[config.mk]
export PLATFORM = sky130hd
export DESIGN_NAME = frac_clk_gen
export DESIGN_NICKNAME = d
export VERILOG_FILES = /design/src/rtl/fcg_pkg.sv /design/src/rtl/fcg_period.sv /design/src/rtl/fcg_ctrl.sv /design/src/rtl/fcg_wave.sv /design/src/rtl/frac_clk_gen.sv
export SDC_FILE = /design/constraint.sdc
export NUM_CORES = 1
export LEC_CHECK = 0
export ABC_AREA = 1
export BUFFER_PORTS_ARGS = -buffer_cell sky130_fd_sc_hd__clkbuf_2
export CAP_MARGIN = 20
export CELL_PAD_IN_SITES_DETAIL_PLACEMENT = 0
export CELL_PAD_IN_SITES_GLOBAL_PLACEMENT = 1
export CORE_MARGIN = 2
export CORE_UTILIZATION = 49
export DETAILED_ROUTE_END_ITERATION = 16
export PLACE_DENSITY = 0.92
export SLEW_MARGIN = 10
export SYNTH_ARGS = -nofsm -noshare
export SYNTH_HDL_FRONTEND = slang
export SYNTH_SLANG_ARGS = --single-unit
[constraint.sdc]
create_clock -name clk_i -period 8.2 [get_ports clk_i]
set_input_delay 1.64 -clock clk_i [delete_from_list [all_inputs] [get_ports clk_i]]
set_output_delay 1.64 -clock clk_i [all_outputs]
set_load 0.01 [all_outputs]
[src/rtl/fcg_pkg.sv]
package fcg_pkg;
  typedef enum logic {ST_IDLE = 1'b0, ST_RUN = 1'b1} run_state_e;
endpackage

[src/rtl/fcg_period.sv]
module fcg_period #(
  parameter int INT_W     = 24,
  parameter int FRAC_W    = 8,
  parameter int ZERO_LOG2 = 16,
  localparam int LEN_W    = INT_W + 1
) (
  input  logic              clk_i,
  input  logic              rst_ni,
  input  logic              kill_i,
  input  logic              load_i,
  input  logic [INT_W-1:0]  div_int_i,
  input  logic [FRAC_W-1:0] div_frac_i,
  input  logic              dc50_i,
  output logic [LEN_W-1:0]  len_o,
  output logic [LEN_W-1:0]  hi_o,
  output logic              half_o
);
  localparam logic [LEN_W-1:0] ZERO_DIV = LEN_W'(1) << ZERO_LOG2;

  logic [FRAC_W-1:0] acc_q;
  logic [FRAC_W:0]   sum;
  logic [LEN_W-1:0]  base, len_d, ceil_d, hi_d;
  logic              half_d;

  always_comb begin
    sum    = {1'b0, acc_q} + {1'b0, div_frac_i};
    base   = (div_int_i == '0) ? ZERO_DIV : {1'b0, div_int_i};
    len_d  = base + LEN_W'(sum[FRAC_W]);
    ceil_d = (len_d + LEN_W'(1)) >> 1;
    half_d = dc50_i & len_d[0];
    // with correction the last high cycle is a half cycle
    hi_d   = half_d ? ceil_d - LEN_W'(1) : ceil_d;
  end

  always_ff @(posedge clk_i or negedge rst_ni) begin
    if (!rst_ni) begin
      acc_q  <= '0;
      len_o  <= LEN_W'(1);
      hi_o   <= LEN_W'(1);
      half_o <= 1'b0;
    end else if (kill_i) begin
      acc_q  <= '0;
    end else if (load_i) begin
      acc_q  <= sum[FRAC_W-1:0];
      len_o  <= len_d;
      hi_o   <= hi_d;
      half_o <= half_d;
    end
  end

  assert_frac_zero_keeps_acc_R2: assert property (@(posedge clk_i) disable iff (!rst_ni)
    (load_i && !kill_i && div_frac_i == '0) |=> acc_q == $past(acc_q));

  assert_len_nonzero_R3: assert property (@(posedge clk_i) disable iff (!rst_ni)
    len_o != '0);
endmodule

[src/rtl/fcg_ctrl.sv]
module fcg_ctrl #(
  parameter int PH_W   = 2,
  localparam int DEPTH = (1 << PH_W) - 1
) (
  input  logic            clk_i,
  input  logic            rst_ni,
  input  logic            enable_i,
  input  logic [PH_W-1:0] phase_i,
  input  logic            nudge_i,
  input  logic            kill_i,
  input  logic            period_end_i,
  output logic            run_o,
  output logic            load_o,
  output logic            stall_o
);
  import fcg_pkg::*;

  run_state_e       state_q;
  logic [DEPTH-1:0] dly_q;
  logic [DEPTH:0]   taps;
  logic             en_eff, nudge_q;

  generate
    if (DEPTH == 1) begin : g_dly1
      always_ff @(posedge clk_i or negedge rst_ni)
        if (!rst_ni) dly_q <= '0;
        else         dly_q <= enable_i;
    end else begin : g_dlyn
      always_ff @(posedge clk_i or negedge rst_ni)
        if (!rst_ni) dly_q <= '0;
        else         dly_q <= {dly_q[DEPTH-2:0], enable_i};
    end
  endgenerate

  assign taps    = {dly_q, enable_i};
  assign en_eff  = taps[phase_i];
  assign stall_o = nudge_i & ~nudge_q;
  assign run_o   = (state_q == ST_RUN);
  assign load_o  = ~kill_i & en_eff & (~run_o | period_end_i);

  always_ff @(posedge clk_i or negedge rst_ni) begin
    if (!rst_ni) begin
      state_q <= ST_IDLE;
      nudge_q <= 1'b0;
    end else begin
      nudge_q <= nudge_i;
      if (kill_i)                                 state_q <= ST_IDLE;
      else if (!run_o && en_eff)                  state_q <= ST_RUN;
      else if (run_o && period_end_i && !en_eff)  state_q <= ST_IDLE;
    end
  end

  assert_kill_stops_R8: assert property (@(posedge clk_i) disable iff (!rst_ni)
    kill_i |=> !run_o);

  assert_clean_stop_R7: assert property (@(posedge clk_i) disable iff (!rst_ni)
    $fell(run_o) |-> ($past(kill_i) || $past(period_end_i)));
endmodule

[src/rtl/fcg_wave.sv]
module fcg_wave #(
  parameter int LEN_W = 25
) (
  input  logic             clk_i,
  input  logic             rst_ni,
  input  logic             run_i,
  input  logic             stall_i,
  input  logic             kill_i,
  input  logic [LEN_W-1:0] len_i,
  input  logic [LEN_W-1:0] hi_i,
  input  logic             half_i,
  output logic             period_end_o,
  output logic [1:0]       clk_o
);
  logic [LEN_W-1:0] pos_q;
  logic             full_hi, half_hi;

  assign period_end_o = run_i & ~stall_i & (pos_q == len_i - LEN_W'(1));
  assign full_hi      = (pos_q < hi_i);
  assign half_hi      = half_i & (pos_q == hi_i);
  assign clk_o        = (run_i && !kill_i) ? {full_hi | half_hi, full_hi} : 2'b00;

  always_ff @(posedge clk_i or negedge rst_ni) begin
    if (!rst_ni)                       pos_q <= '0;
    else if (kill_i || period_end_o)   pos_q <= '0;
    else if (run_i && !stall_i)        pos_q <= pos_q + LEN_W'(1);
  end

  assert_pos_in_period_R2: assert property (@(posedge clk_i) disable iff (!rst_ni)
    run_i |-> pos_q < len_i);

  assert_nudge_holds_R10: assert property (@(posedge clk_i) disable iff (!rst_ni)
    (run_i && stall_i && !kill_i) |=> pos_q == $past(pos_q));
endmodule

[src/rtl/frac_clk_gen.sv]
module frac_clk_gen #(
  parameter int INT_W     = 24,
  parameter int FRAC_W    = 8,
  parameter int PH_W      = 2,
  parameter int ZERO_LOG2 = 16,
  localparam int LEN_W    = INT_W + 1
) (
  input  logic              clk_i,
  input  logic              rst_ni,
  input  logic              enable_i,
  input  logic              kill_i,
  input  logic              dc50_i,
  input  logic [PH_W-1:0]   phase_i,
  input  logic              nudge_i,
  input  logic [INT_W-1:0]  div_int_i,
  input  logic [FRAC_W-1:0] div_frac_i,
  output logic [1:0]        clk_o,
  output logic              enabled_o
);
  logic             run, load, stall, period_end, half;
  logic [LEN_W-1:0] len, hi;

  fcg_ctrl #(.PH_W(PH_W)) u_ctrl (
    .clk_i, .rst_ni, .enable_i, .phase_i, .nudge_i, .kill_i,
    .period_end_i(period_end), .run_o(run), .load_o(load), .stall_o(stall)
  );

  fcg_period #(.INT_W(INT_W), .FRAC_W(FRAC_W), .ZERO_LOG2(ZERO_LOG2)) u_period (
    .clk_i, .rst_ni, .kill_i, .load_i(load), .div_int_i, .div_frac_i, .dc50_i,
    .len_o(len), .hi_o(hi), .half_o(half)
  );

  fcg_wave #(.LEN_W(LEN_W)) u_wave (
    .clk_i, .rst_ni, .run_i(run), .stall_i(stall), .kill_i,
    .len_i(len), .hi_i(hi), .half_i(half),
    .period_end_o(period_end), .clk_o
  );

  assign enabled_o = run;

  assert_kill_quiet_R8: assert property (@(posedge clk_i) disable iff (!rst_ni)
    kill_i |=> clk_o == 2'b00);
endmodule

# ---- Yosys cells after proc, flatten, opt, wreduce, memory -nomap -nowiden
# Cells that the tools add are included.
# Widths: inputs -> output; s select.
dict set report totals {
  reg_bits 89
  in_bits 40
  out_inout_bits 3
}
dict set report op_classes {
  addsub 6
  magnitude_cmp 2
  n_eq_ne 2
  muxes 12
  bitwise 13
  n_reduce_logical 15
}
# op count
set ops {}
lappend ops {{$mux 25} 3}
lappend ops {{$add 25x1->25 const B} 2}
lappend ops {{$eq 25x25->1} 2}
lappend ops {{$add 25x1->25} 1}
lappend ops {{$lt 25x25->1} 1}
lappend ops {{$sub 24x1->25 const B} 1}
lappend ops {{$sub 25x1->25 const B} 1}
lappend ops {{$logic_not 24->1} 1}
lappend ops {{$mux 24} 1}
lappend ops {{$mux 8} 2}
lappend ops {{$add 8x8->9} 1}
lappend ops {{$and 1x1->1} 7}
lappend ops {{$logic_and 1x1->1} 5}
lappend ops {{$logic_not 1->1} 4}
lappend ops {{$mux 1} 4}
lappend ops {{$not 1->1} 4}
lappend ops {{$reduce_bool 2->1} 2}
lappend ops {{$lt 2x3->1 const B} 1}
lappend ops {{$reduce_bool 3->1} 1}
lappend ops {{$bmux 1 s2} 1}
lappend ops {{$mux 2} 1}
lappend ops {{$or 1x1->1} 2}
lappend ops {{$reduce_and 2->1} 1}
lappend ops {{$logic_or 1x1->1} 1}

# ---- Longest topological paths before layout
# Gate-level depths: netlist (run 1).
dict set report logic_depth {
  depth_word 10
  mapped_depth 33
}

# ---- Modules after synthesis
# Synthesis (run 1) repeated with hierarchy kept, for this count alone.
dict set report unflattened {
  cells_unflattened 1283
  area_unflattened_um2 8380.5
}
# mod n_inst cells_each area_per_inst_um2
set modules_own_cells {}
lappend modules_own_cells {fcg_period 1 729 4640.7}
lappend modules_own_cells {fcg_wave 1 530 3518.4}
lappend modules_own_cells {fcg_ctrl 1 24 221.5}

# ---- Least setup slack after synthesis (run 1)
# Ideal clock, no wire load.
dict set report synth_path {
  kind {input -> register}
  start {input port div_frac_i[0]}
  end {register u_period.hi_o[23]}
  arrival_ns 4.864
  required_ns 8.081
  slack_ns 3.217
  path_stages 29
  n_path_buf 1
  cell_sequence {ha_1 inv_1 fa_1 nor2_1 o21ai_0 nand2_1 a21oi_1 nor2_1 nor2_1 nor2_1 o21ai_0 nand2_1 ha_1 nand2_1 nor2_4 buf_6 nand4_1 nand2_2 nand2_2 nor2_1 nand2_1 nor2_1 nand3_1 xor2_1 nand3_1 nor2_1 nand3_1 nand2_1 nor2_1}
}
dict set report synth_via {
  elab_chain_len 5
  word_cells_on_any_way 6
}
# item line_no
set synth_rtl {}
lappend synth_rtl {{start, declared} frac_clk_gen.sv:16} ;# input logic [FRAC_W-1:0] div_frac_i,
lappend synth_rtl {{$add 8x8->9 (*)} fcg_period.sv:26} ;# sum = {1'b0, acc_q} + {1'b0, div_frac_i};
lappend synth_rtl {{$add 25x1->25 (*)} fcg_period.sv:28} ;# len_d = base + LEN_W'(sum[FRAC_W]);
lappend synth_rtl {{$add 25x1->25} fcg_period.sv:29} ;# ceil_d = (len_d + LEN_W'(1)) >> 1;
lappend synth_rtl {{$sub 24x1->25} fcg_period.sv:32} ;# hi_d = half_d ? ceil_d - LEN_W'(1) : ceil_d;
lappend synth_rtl {{$mux 25 (*)} fcg_period.sv:32}
lappend synth_rtl {{end signal, assigned} fcg_period.sv:46} ;# hi_o <= hi_d;
lappend synth_rtl {{end, declared} fcg_period.sv:15} ;# output logic [LEN_W-1:0] hi_o,
# Every way passes the cells marked *; elsewhere a longest branch is shown, timed or not.
# A chain may end at the register's enable or synchronous reset.

# ---- Final worst setup path (run 1)
# Same ends and word-level chain as after synthesis.

==> summary.txt, run 1 <==
Run status
  – Status: finished, final reports clean

Placed design
  – HPWL after detailed placement: 16.1 mm
  – Routability cong.: 0.905
  – Dpl ws: 2.42 ns
  – Port Buffers: 42

Synthesis
  – Post-synth top flop: dfrtp_1
  – Yosys cell types: 50
  – Most common cell in the netlist: nand2_1
  – Post-synth top area share: 27.6%
  – #FFs+latches synth: 89
  – Post-Syn Instances: 1202
  – Mapped Area: 7900 um2
  – Post-synth top cells: nand2_1 (334), inv_1 (160), nor2_1 (143)
  – Mapped Nets: 1282
  – Fraction of registers with async set/reset: 100%
  – Yosys warning count: 0
  – Post-synth EDFFs: 0
  – Post-synthesis sequential area ratio: 28.2%
  – Most area-consuming cells after synthesis: dfrtp_1 (28%), nand2_1 (16%), inv_1 (7.6%), nand3_1 (7.0%), nor2_1 (6.8%)
  – Syn avg cell area: 6.57 um2
  – Top cell type by total area after synthesis: dfrtp_1

Clocking
  – Clock slew at reported path FFs: 0.07 ns
  – Worst-skew pair later-pin latency: 0.36 ns
  – Post-CTS Setup Inserts: 0
  – Num Clock Sinks: 89
  – Hold buffers post-CTS: 0
  – Clock Tree Buf Depth: 2
  – CTS tree: built
  – # H-tree levels: 3
  – Clk root buf: clkbuf_16
  – Post-CTS sizing: 0
  – TritonCTS Buffers: 9

Global route
  – Initial antenna violation count: 0
  – First-pass GRT wire length: 33.6 mm
  – Vias in the first global route: 6930
  – All-Layer GR Usage: 24.9%
  – Pin count of the biggest net entering global routing: 86
  – Overflow after GRT: 0

Layout
  – P&R area growth vs syn: 8.72%
  – Register area: 2230 um2
  – Nets@finish: 1318
  – Ant diodes: 0
  – Proportion of layout cells with a drive suffix above 1: 10.4%
  – Multi-input logic area: 4910 um2
  – Fill count: 1622

Run
  – Max_cap viols: 0

Die
  – I/O pin cnt: 43
  – Starting Density: 49.9%
  – Die Footprint: 17100 um2
  – Die height: 131 um
  – CORE AREA: 15800 um2
  – Die width: 131 um
  – Rows: 46

Power
  – Total chip power: 0.00150 W
  – Power per Cell Area: 175 nW/um2
  – Worst vdd ir: 0.124 mV
  – Pleak: 4.30 nW

Timing
  – Final Setup Violations: 0
  – Fmax: 185 MHz
  – Unrepaired setup endpoints after global routing: no
  – Fin. max-slew vios: 0
  – Final period util: 65.8%
  – Final hold vios: 0
  – Setup TNS Final: 0 ns
  – Final Skew: 0.0127 ns
  – Fin crit period: 5.40 ns
  – Slew headroom: 41.5%
  – Final setup margin: 2.80 ns
  – Worst slew pin tran: 0.877 ns

Detailed routing
  – Iteration-0 DRC Markers: 365
  – First-pass iteration count of the detailed router: 8
  – Vias per cell: 5.09
  – Vias post-DR: 7424
  – Routed len/inst: 13.6 um
  – DRC: 0
  – Drt total wl: 19.8 mm
  – Routed Antenna Nets: 0

Min path
  – Hold WC Path Type: flop to flop

Worst setup path
  – Crit Path Category: primary input to flop
  – Critical Path AT: 5.65 ns
  – Worst R2R Setup Slack: 3.79 ns
  – Worst EP required: 8.45 ns
  – CP endpoint kind: flop
  – Critical-path maximum fanout: 12
  – Crit start category: primary input
  – Slowest cell delay on critical path: 0.40 ns
  – CP max stage cell: fa_1
cells by family (layout without fill, tap and decap cells):
| family | Yosys count | after routing | share of synthesized area (%) |
|---|---|---|---|
| compound gates | 123 | 123 | 8.81 |
| flops | 89 | 89 | 28.2 |
| simple gates | 715 | 715 | 41.2 |
| xor+xnor | 50 | 50 | 5.74 |
| buf+inv | 185 | 226 | 9.62 |
| fa+ha+maj | 40 | 40 | 6.43 |
path summary, 6_finish.rpt:
path                                         from           endpoint  cells past startpoint
min in group asynchronous                  rst_ni    u_wave.pos_q[3]                      1
max in group asynchronous                  rst_ni  u_period.hi_o[15]                      2
worst max-delay path                div_frac_i[0]  u_period.hi_o[23]                     31
worst min-delay path              u_ctrl.dly_q[0]    u_ctrl.dly_q[1]                      0
worst min register to register    u_ctrl.dly_q[0]    u_ctrl.dly_q[1]                      0
worst max register to register  u_period.acc_q[0]  u_period.hi_o[23]                     30
stage by stage:
step	hold slack (ns)	utilization, %	std cells	instance area [um2]
floorplan	0.349	-	1202	7900
global placement	0.365	52.2	1443	8260
detailed placement	0.372	52.2	1443	8260
CTS	0.387	54.2	1459	8580
global route	0.400	54.2	1459	8580
finish	0.384	54.2	1459	8580
critical path: cells and delay by family:
family	cells	cell delay (ns)
AOI/OAI and AO/OA	3	0.25
adders and majority gates	3	0.74
and+or+nand+nor	20	2.42
xor gates and xnor gates	1	0.30
buffers and inverters	4	0.30
cell type report:
cell class	instances	area share, %
clock inverter	7	1.18
inverter	166	7.26
clock buffer	9	2.62
timing repair buffer	44	2.65
sequential	89	26.0
tap	216	3.15
multi-input combinational	928	57.2
routing by layer:
metal	GRT usage [%]	vias up	share of wire [%]
li1	-	3938	-
met1	34.9	3340	50
met2	40.3	120	45
met3	3.26	26	3.0
met4	7.32	0	2.2
met5	0	-	0
power breakdown:
| group | switching, W | internal (W) | total [W] | leakage [nW] |
|---|---|---|---|---|
| registers | 0.0000666 | 0.000513 | 0.000580 | 1.14 |
| clock network | 0.000186 | 0.000270 | 0.000455 | 0.153 |
| logic | 0.000299 | 0.000165 | 0.000464 | 3.00 |
| total | 0.000551 | 0.000948 | 0.00150 | 4.30 |
state kept, by name, indices dropped and copies added (netlist names):
name and flops:
u_period.len_o 25, u_period.hi_o 25, u_ctrl.dly_q 3, u_period.acc_q 8, u_period.half_o 1, u_ctrl.run_o 1
u_wave.pos_q 25, u_ctrl.nudge_q 1
layout by cell type (no fill, tap or decap), types with 2 or more instances in the layout:
cell and instances:
dfstp_2 2, a31oi_1 3, nor4_1 3, nand4_1 30, ha_1 39, clkbuf_16 9, nor2_2 16, inv_2 6
inv_6 2, clkinvlp_4 2, inv_1 160, nand2_4 3, a21oi_1 33, nand3_1 110, xor2_1 31, or2_1 2
nand3_2 6, clkbuf_2 41, nand2_1 334, o21a_1 10, xnor2_1 17, o21ai_0 44, xor2_2 2, nor2_4 10
nor3b_1 3, nand3b_1 7, nor2_1 143, dfrtp_1 87, o211ai_1 4, o21ai_1 17, nor3_1 22, bufinv_16 2
nand2_2 18, and2_1 2, a221oi_1 5, buf_4 3
Note: power is estimated with default switching activity, not from simulation.
==> run 2, diff against run 1 <==
- CORE_UTILIZATION: 49 -> 45
- PLACE_DENSITY: 0.92 -> 0.86
- clock period: 8.2 -> 5.2 ns (I/O delays scaled with it)
==> run 2 against run 1 <==
Effect of this change:
- via count rose by 0.26%
- global-route usage decreased by 1.6 points
- clock skew shrank 0.0037 ns
- utilization is 4.1 points lower
- sequential share of layout area fell by 0.15 points
- worst setup slack got worse by 2.3 ns
- critical path depth did not move
- count of clock-buffer cells in the layout grew 1
- hold slack worse by 0.0084 ns
- non-clock buffer count up 6
- register-to-register slack got worse by 3.0 ns
- critical path type unchanged
- critical endpoint is now u_period.hi_o[20]
- largest cell class unchanged
- largest power group unchanged
==> summary.txt, run 2 (synthesis results as in run 1) <==
Detailed routing
  – Routed len/inst: 13.8 um (was 13.6 um)
  – Iteration-0 DRC Markers: 385 (was 365)
  – DRC: 0 (unchanged)
  – Vias per cell: 5.05 (was 5.09)
  – Vias post-DR: 7443 (was 7424)
  – Drt total wl: 20.3 mm (was 19.8 mm)
  – Routed Antenna Nets: 0 (unchanged)
  – First-pass iteration count of the detailed router: 5 (was 8)

Timing
  – Worst slew pin tran: 0.750 ns (was 0.877 ns)
  – Unrepaired setup endpoints after global routing: no (unchanged)
  – Final Skew: 0.00903 ns (was 0.0127 ns)
  – Fin. max-slew vios: 0 (unchanged)
  – Final Setup Violations: 0 (unchanged)
  – Fmax: 211 MHz
  – Fin crit period: 4.74 ns
  – Worst hold margin: 0.376 ns (was 0.384 ns)
  – Final hold vios: 0 (unchanged)
  – Slew headroom: 50.0% (was 41.5%)
  – Final setup margin: 0.457 ns (was 2.80 ns)
  – Setup TNS Final: 0 ns (unchanged)
  – Final period util: 91.2%

Clocking
  – Clock Tree Buf Depth: 2 (unchanged)
  – # H-tree levels: 3 (unchanged)
  – CTS tree: built (unchanged)
  – Clock slew at reported path FFs: 0.07 ns (about the same)
  – Post-CTS sizing: 0 (unchanged)
  – Hold buffers post-CTS: 0 (unchanged)
  – Num Clock Sinks: 89 (unchanged)
  – Clk root buf: clkbuf_16 (unchanged)
  – Post-CTS Setup Inserts: 0 (unchanged)
  – TritonCTS Buffers: 9 (unchanged)
  – Worst-skew pair later-pin latency: 0.36 ns (about the same)

Worst setup path
  – CP endpoint kind: flop (unchanged)
  – CP max stage cell: ha_1 (was fa_1)
  – Crit Path Category: primary input to flop (unchanged)
  – Cell mode on critical path: nand2_1
  – Crit start category: primary input (unchanged)
  – Worst EP required: 5.43 ns (was 8.45 ns)
  – Critical-path maximum fanout: 5 (was 12)
  – Slowest cell delay on critical path: 0.26 ns (was 0.40 ns)
  – Critical Path AT: 4.98 ns (was 5.65 ns)

Global route
  – Global-route met2 utilization: 37.3% (was 40.3%)
  – First-pass GRT wire length: 34.1 mm (was 33.6 mm)
  – GRT busiest layer: met2 (unchanged)
  – Vias in the first global route: 6992 (was 6930)
  – Overflow after GRT: 0 (unchanged)
  – Met1 usage: 33.2% (was 34.9%)
  – All-Layer GR Usage: 23.3% (was 24.9%)
  – Initial antenna violation count: 0 (unchanged)
  – Pin count of the biggest net entering global routing: 86 (unchanged)
  – Met3 Use GR: 1.64% (was 3.26%)

Placed design
  – Placed insts: 1458 (was 1443)
  – Routability cong.: 0.894 (was 0.905)
  – Dpl ws: 0.181 ns (was 2.42 ns)
  – HPWL after detailed placement: 16.5 mm (was 16.1 mm)
  – Port Buffers: 42 (unchanged)

Die
  – Die height: 136 um (was 131 um)
  – Die Footprint: 18600 um2 (was 17100 um2)
  – Die width: 136 um (was 131 um)
  – Starting Density: 45.8% (was 49.9%)
  – I/O pin cnt: 43 (unchanged)
  – Rows: 48 (was 46)
  – CORE AREA: 17200 um2 (was 15800 um2)

Layout
  – Proportion of layout cells with a drive suffix above 1: 10.7% (was 10.4%)
  – Nets@finish: 1324 (was 1318)
  – Most frequent cells in the layout: nand2_1 (334), inv_1 (160), nor2_1 (143) (unchanged)
  – P&R area growth vs syn: 9.33% (was 8.72%)
  – Top flop regs: u_period.hi_o: 25 flops, u_period.len_o: 25 flops, u_wave.pos_q: 25 flops (unchanged)
  – Ant diodes: 0 (unchanged)
  – Commonest non-fill, non-tap cell in the layout: nand2_1 (unchanged)
  – Fill count: 1777 (was 1622)
  – Non-Filler Instances: 1474 (was 1459)

Power
  – Clock power share: 30.0% (was 30.4%)
  – Gate power share: 31.3% (was 31.0%)
  – Pleak: 4.33 nW (was 4.30 nW)
  – Register share of total power: 38.6% (was 38.7%)
  – Pint: 0.00150 W (was 0.000948 W)
  – Power per Cell Area: 275 nW/um2 (was 175 nW/um2)
  – Switch Pwr: 0.000877 W (was 0.000551 W)
  – Worst vdd ir: 0.176 mV (was 0.124 mV)
  – Sw frac: 36.9% (was 36.7%)

Min path
  – Hold WC Path Type: flop to flop (unchanged)

Run
  – Max_cap viols: 0 (unchanged)

Run status
  – Status: finished, final reports clean (unchanged)
-- run 2: cell type report --
type	count	area, um2	share of cell area (%)
sequential	89	2230	25.8
timing repair buffer	50	273	3.16
clock buffer	10	229	2.65
tap	225	282	3.26
clock inverter	6	90.1	1.04
inverter	166	623	7.22
multi-input combinational	928	4910	56.8
-- run 2: per-stage QoR --
step	util [%]	cell area [um2]	total power, W
global route	50.1	8630	0.00255
floorplan	-	7900	0.00145
detailed placement	48.2	8310	0.00167
global placement	48.2	8310	0.00165
finish	50.1	8630	0.00238
CTS	50.1	8630	0.00239
-- run 2: final timing paths --
check / startpoint / end / slack (ns) / cells past startpoint
setup / recovery: div_frac_i[0] / u_period.hi_o[20] / 0.46 / 31
hold / removal: u_ctrl.dly_q[1] / u_ctrl.dly_q[2] / 0.38 / 0
setup reg to reg: u_period.acc_q[0] / u_period.hi_o[20] / 0.83 / 30
hold reg to reg: u_ctrl.dly_q[1] / u_ctrl.dly_q[2] / 0.38 / 0
max in group asynchronous: rst_ni / u_period.hi_o[24] / 3.51 / 2
min in group asynchronous: rst_ni / u_wave.pos_q[1] / 0.73 / 1
-- run 2: metal layers --
layer	vias to the layer above	part of all wire, %
li1	3956	-
met1	3337	51
met2	119	44
met3	31	2.5
met4	0	2.2
met5	-	0
-- run 2: worst max-delay path, delay by kind of cell --
family	cells	cell delay, ns
simple gates	20	2.28
fa+ha+maj	4	0.83
compound gates	4	0.56
buf+inv	3	0.24
-- run 2: power by group through the flow --
stage / clock network [W] / logic (W) / registers (W)
after floorplan: 0 / 0.000557 / 0.000890
after global placement: 0 / 0.000731 / 0.000922
after detailed placement: 0 / 0.000739 / 0.000927
after CTS: 0.000727 / 0.000747 / 0.000915
after global routing: 0.000755 / 0.000861 / 0.000934
final: 0.000714 / 0.000744 / 0.000918
==> run 3, diff against run 2 <==
- CORE_ASPECT_RATIO: not set -> 0.8
- CORE_UTILIZATION: 45 -> 35
- PLACE_DENSITY: 0.86 -> 0.7
==> run 3 against run 2 <==
Effect of this change:
- register-to-register slack hardly changed
- via count is 1.3% higher
- total power is 1.2% lower
- global-route usage is 3.7 points lower
- final area is 2.5% higher
- fmax is 0.44% lower
- sequential power is 1% lower
- sequential share of layout area is 0.62 points lower
- hold slack better by 0.0083 ns
- critical endpoint unchanged
- largest power group unchanged
==> summary.txt, run 3 (synthesis results as in run 1) <==
Run status
  – Status: finished, final reports clean (unchanged)

Die
  – Rows: 49 (was 48)
  – Die Footprint: 23800 um2 (was 18600 um2)
  – Starting Density: 35.4% (was 45.8%)
  – I/O pin cnt: 43 (unchanged)
  – Die height: 138 um (was 136 um)
  – CORE AREA: 22300 um2 (was 17200 um2)
  – Die width: 172 um (was 136 um)

Detailed routing
  – Routed Antenna Nets: 0 (unchanged)
  – Vias post-DR: 7540 (was 7443)
  – First-pass iteration count of the detailed router: 5 (unchanged)
  – Routed len/inst: 14.2 um (was 13.8 um)
  – Iteration-0 DRC Markers: 473 (was 385)
  – Drt total wl: 22.3 mm (was 20.3 mm)
  – Vias per cell: 4.81 (was 5.05)
  – DRC: 0 (unchanged)

Clocking
  – CTS tree: built (unchanged)
  – Clock slew at reported path FFs: 0.07 ns (about the same)
  – TritonCTS Buffers: 9 (unchanged)
  – Hold buffers post-CTS: 0 (unchanged)
  – # H-tree levels: 3 (unchanged)
  – Clk root buf: clkbuf_16 (unchanged)
  – Num Clock Sinks: 89 (unchanged)
  – Worst-skew pair later-pin latency: 0.35 ns (was 0.36 ns)
  – Clock Tree Buf Depth: 2 (unchanged)

Placed design
  – HPWL after detailed placement: 18.1 mm (was 16.5 mm)
  – Placed insts: 1546 (was 1458)
  – Port Buffers: 42 (unchanged)
  – Routability cong.: 0.838 (was 0.894)
  – Placed Area: 8470 um2 (was 8310 um2)

Min path
  – WHS Path Cells: 0 (unchanged)
  – Worst Hold End: u_ctrl.dly_q[2] (unchanged)
  – Hold_sp: u_ctrl.dly_q[1] (unchanged)
  – Hold WC Path Type: flop to flop (unchanged)

Timing
  – Worst slew pin tran: 0.756 ns (was 0.750 ns)
  – Final hold vios: 0 (unchanged)
  – Worst hold margin: 0.384 ns (was 0.376 ns)
  – Fin crit period: 4.76 ns (was 4.74 ns)
  – Fin. max-slew vios: 0 (unchanged)
  – Final Setup Violations: 0 (unchanged)
  – Slew headroom: 49.6% (was 50.0%)
  – Fmax: 210 MHz (was 211 MHz)
  – Final period util: 91.6% (was 91.2%)
  – Final Skew: 0.00937 ns (was 0.00903 ns)

Power
  – Power per Cell Area: 265 nW/um2 (was 275 nW/um2)
  – Pleak: 4.38 nW (was 4.33 nW)
  – Total chip power: 0.00235 W (was 0.00238 W)
  – Worst vdd ir: 0.181 mV (was 0.176 mV)

Layout
  – Final Core Density: 39.6% (was 50.1%)
  – Multi-input logic area: 4930 um2 (was 4910 um2)
  – Most frequent cells in the layout: nand2_1 (334), inv_1 (160), nor2_1 (138) (was nand2_1 (334), inv_1 (160), nor2_1 (143))
  – Nets@finish: 1336 (was 1324)
  – Final instance area: 8850 um2 (was 8630 um2)
  – Fill count: 2492 (was 1777)
  – Register area: 2230 um2 (unchanged)
  – Commonest non-fill, non-tap cell in the layout: nand2_1 (unchanged)
  – P&R area growth vs syn: 12.0% (was 9.33%)
  – Top flop regs: u_period.hi_o: 25 flops, u_period.len_o: 25 flops, u_wave.pos_q: 25 flops (unchanged)
  – Non-Filler Instances: 1567 (was 1474)
  – Ant diodes: 0 (unchanged)
  – Proportion of layout cells with a drive suffix above 1: 12.1% (was 10.7%)

Worst setup path
  – CP endpoint kind: flop (unchanged)
  – Worst setup startpoint: div_frac_i[0] (unchanged)
  – Worst R2R Setup Slack: 0.84 ns (was 0.83 ns)
  – Reg2reg end: u_period.hi_o[20] (unchanged)
  – Crit start category: primary input (unchanged)
  – Critical-path maximum fanout: 11 (was 5)
  – Worst reg2reg path startpoint: u_period.acc_q[0] (unchanged)
  – Critical Path AT: 4.99 ns (was 4.98 ns)
  – Slowest cell delay on critical path: 0.40 ns (was 0.26 ns)
  – R2R depth: 29 (was 30)
  – Worst EP required: 5.43 ns (about the same)
  – CP max stage cell: fa_1 (was ha_1)
  – Crit Path Category: primary input to flop (unchanged)

Global route
  – Initial antenna violation count: 0 (unchanged)
  – Pin count of the biggest net entering global routing: 86 (unchanged)
  – All-Layer GR Usage: 19.5% (was 23.3%)
  – Vias in the first global route: 6977 (was 6992)
  – First-pass GRT wire length: 36.5 mm (was 34.1 mm)
  – Overflow after GRT: 0 (unchanged)

Run
  – Max_cap viols: 0 (unchanged)
[run 3: through the flow]
step	TNS, ns	setup WS, ns
after floorplan	0	0.817
after global placement	0	0.106
after detailed placement	0	0.0278
after CTS	0	0.387
after global routing	-0.0156	-0.0156
final	0	0.436
[run 3: where the power goes]
group          leakage, nW  switching (W)  internal [W]  total [W]
Clock                0.146       0.000299      0.000390   0.000689
Sequential            1.14      0.0000981      0.000809   0.000907
Combinational         3.09       0.000483      0.000268   0.000751
[run 3: worst max path at each step]
stage / slack [ns] / to
global placement: 0.11 / u_period.hi_o[21]
finish: 0.44 / u_period.hi_o[20]
detailed placement: 0.03 / u_period.hi_o[20]
global route: -0.02 / u_period.hi_o[20]
floorplan: 0.82 / u_period.hi_o[23]
CTS: 0.39 / u_period.hi_o[20]
[run 3: repair_timing]
item / 4_1_cts / 5_1_grt
buffers inserted: 0 / 5
gates resized for setup: 0 / 7
setup endpoints to repair: 0 / 9
[run 3: layout make-up]
class,instances,share of cell area (%)
Clock buffer,11,2.74
Clock inverter,5,0.721
Inverter,166,7.04
Multi-Input combinational cell,928,55.7
Sequential cell,89,25.2
Tap cell,306,4.33
Timing Repair Buffer,62,4.24
[run 3: critical path: cells and delay by family]
kind / cells / cell delay [ns]
compound gates: 4 / 0.32
fa+ha+maj: 3 / 0.81
buf+inv: 3 / 0.27
simple gates: 20 / 2.53
[run 3: routing by layer]
layer	routed length, um	share of wire [%]	global-route usage, %	vias to the layer above
li1	-	-	-	3974
met1	12000	54	30.8	3421
met2	9140	41	28.6	136
met3	1040	4.7	2.69	9
met4	153	0.69	3.05	0
met5	0	0	0	-
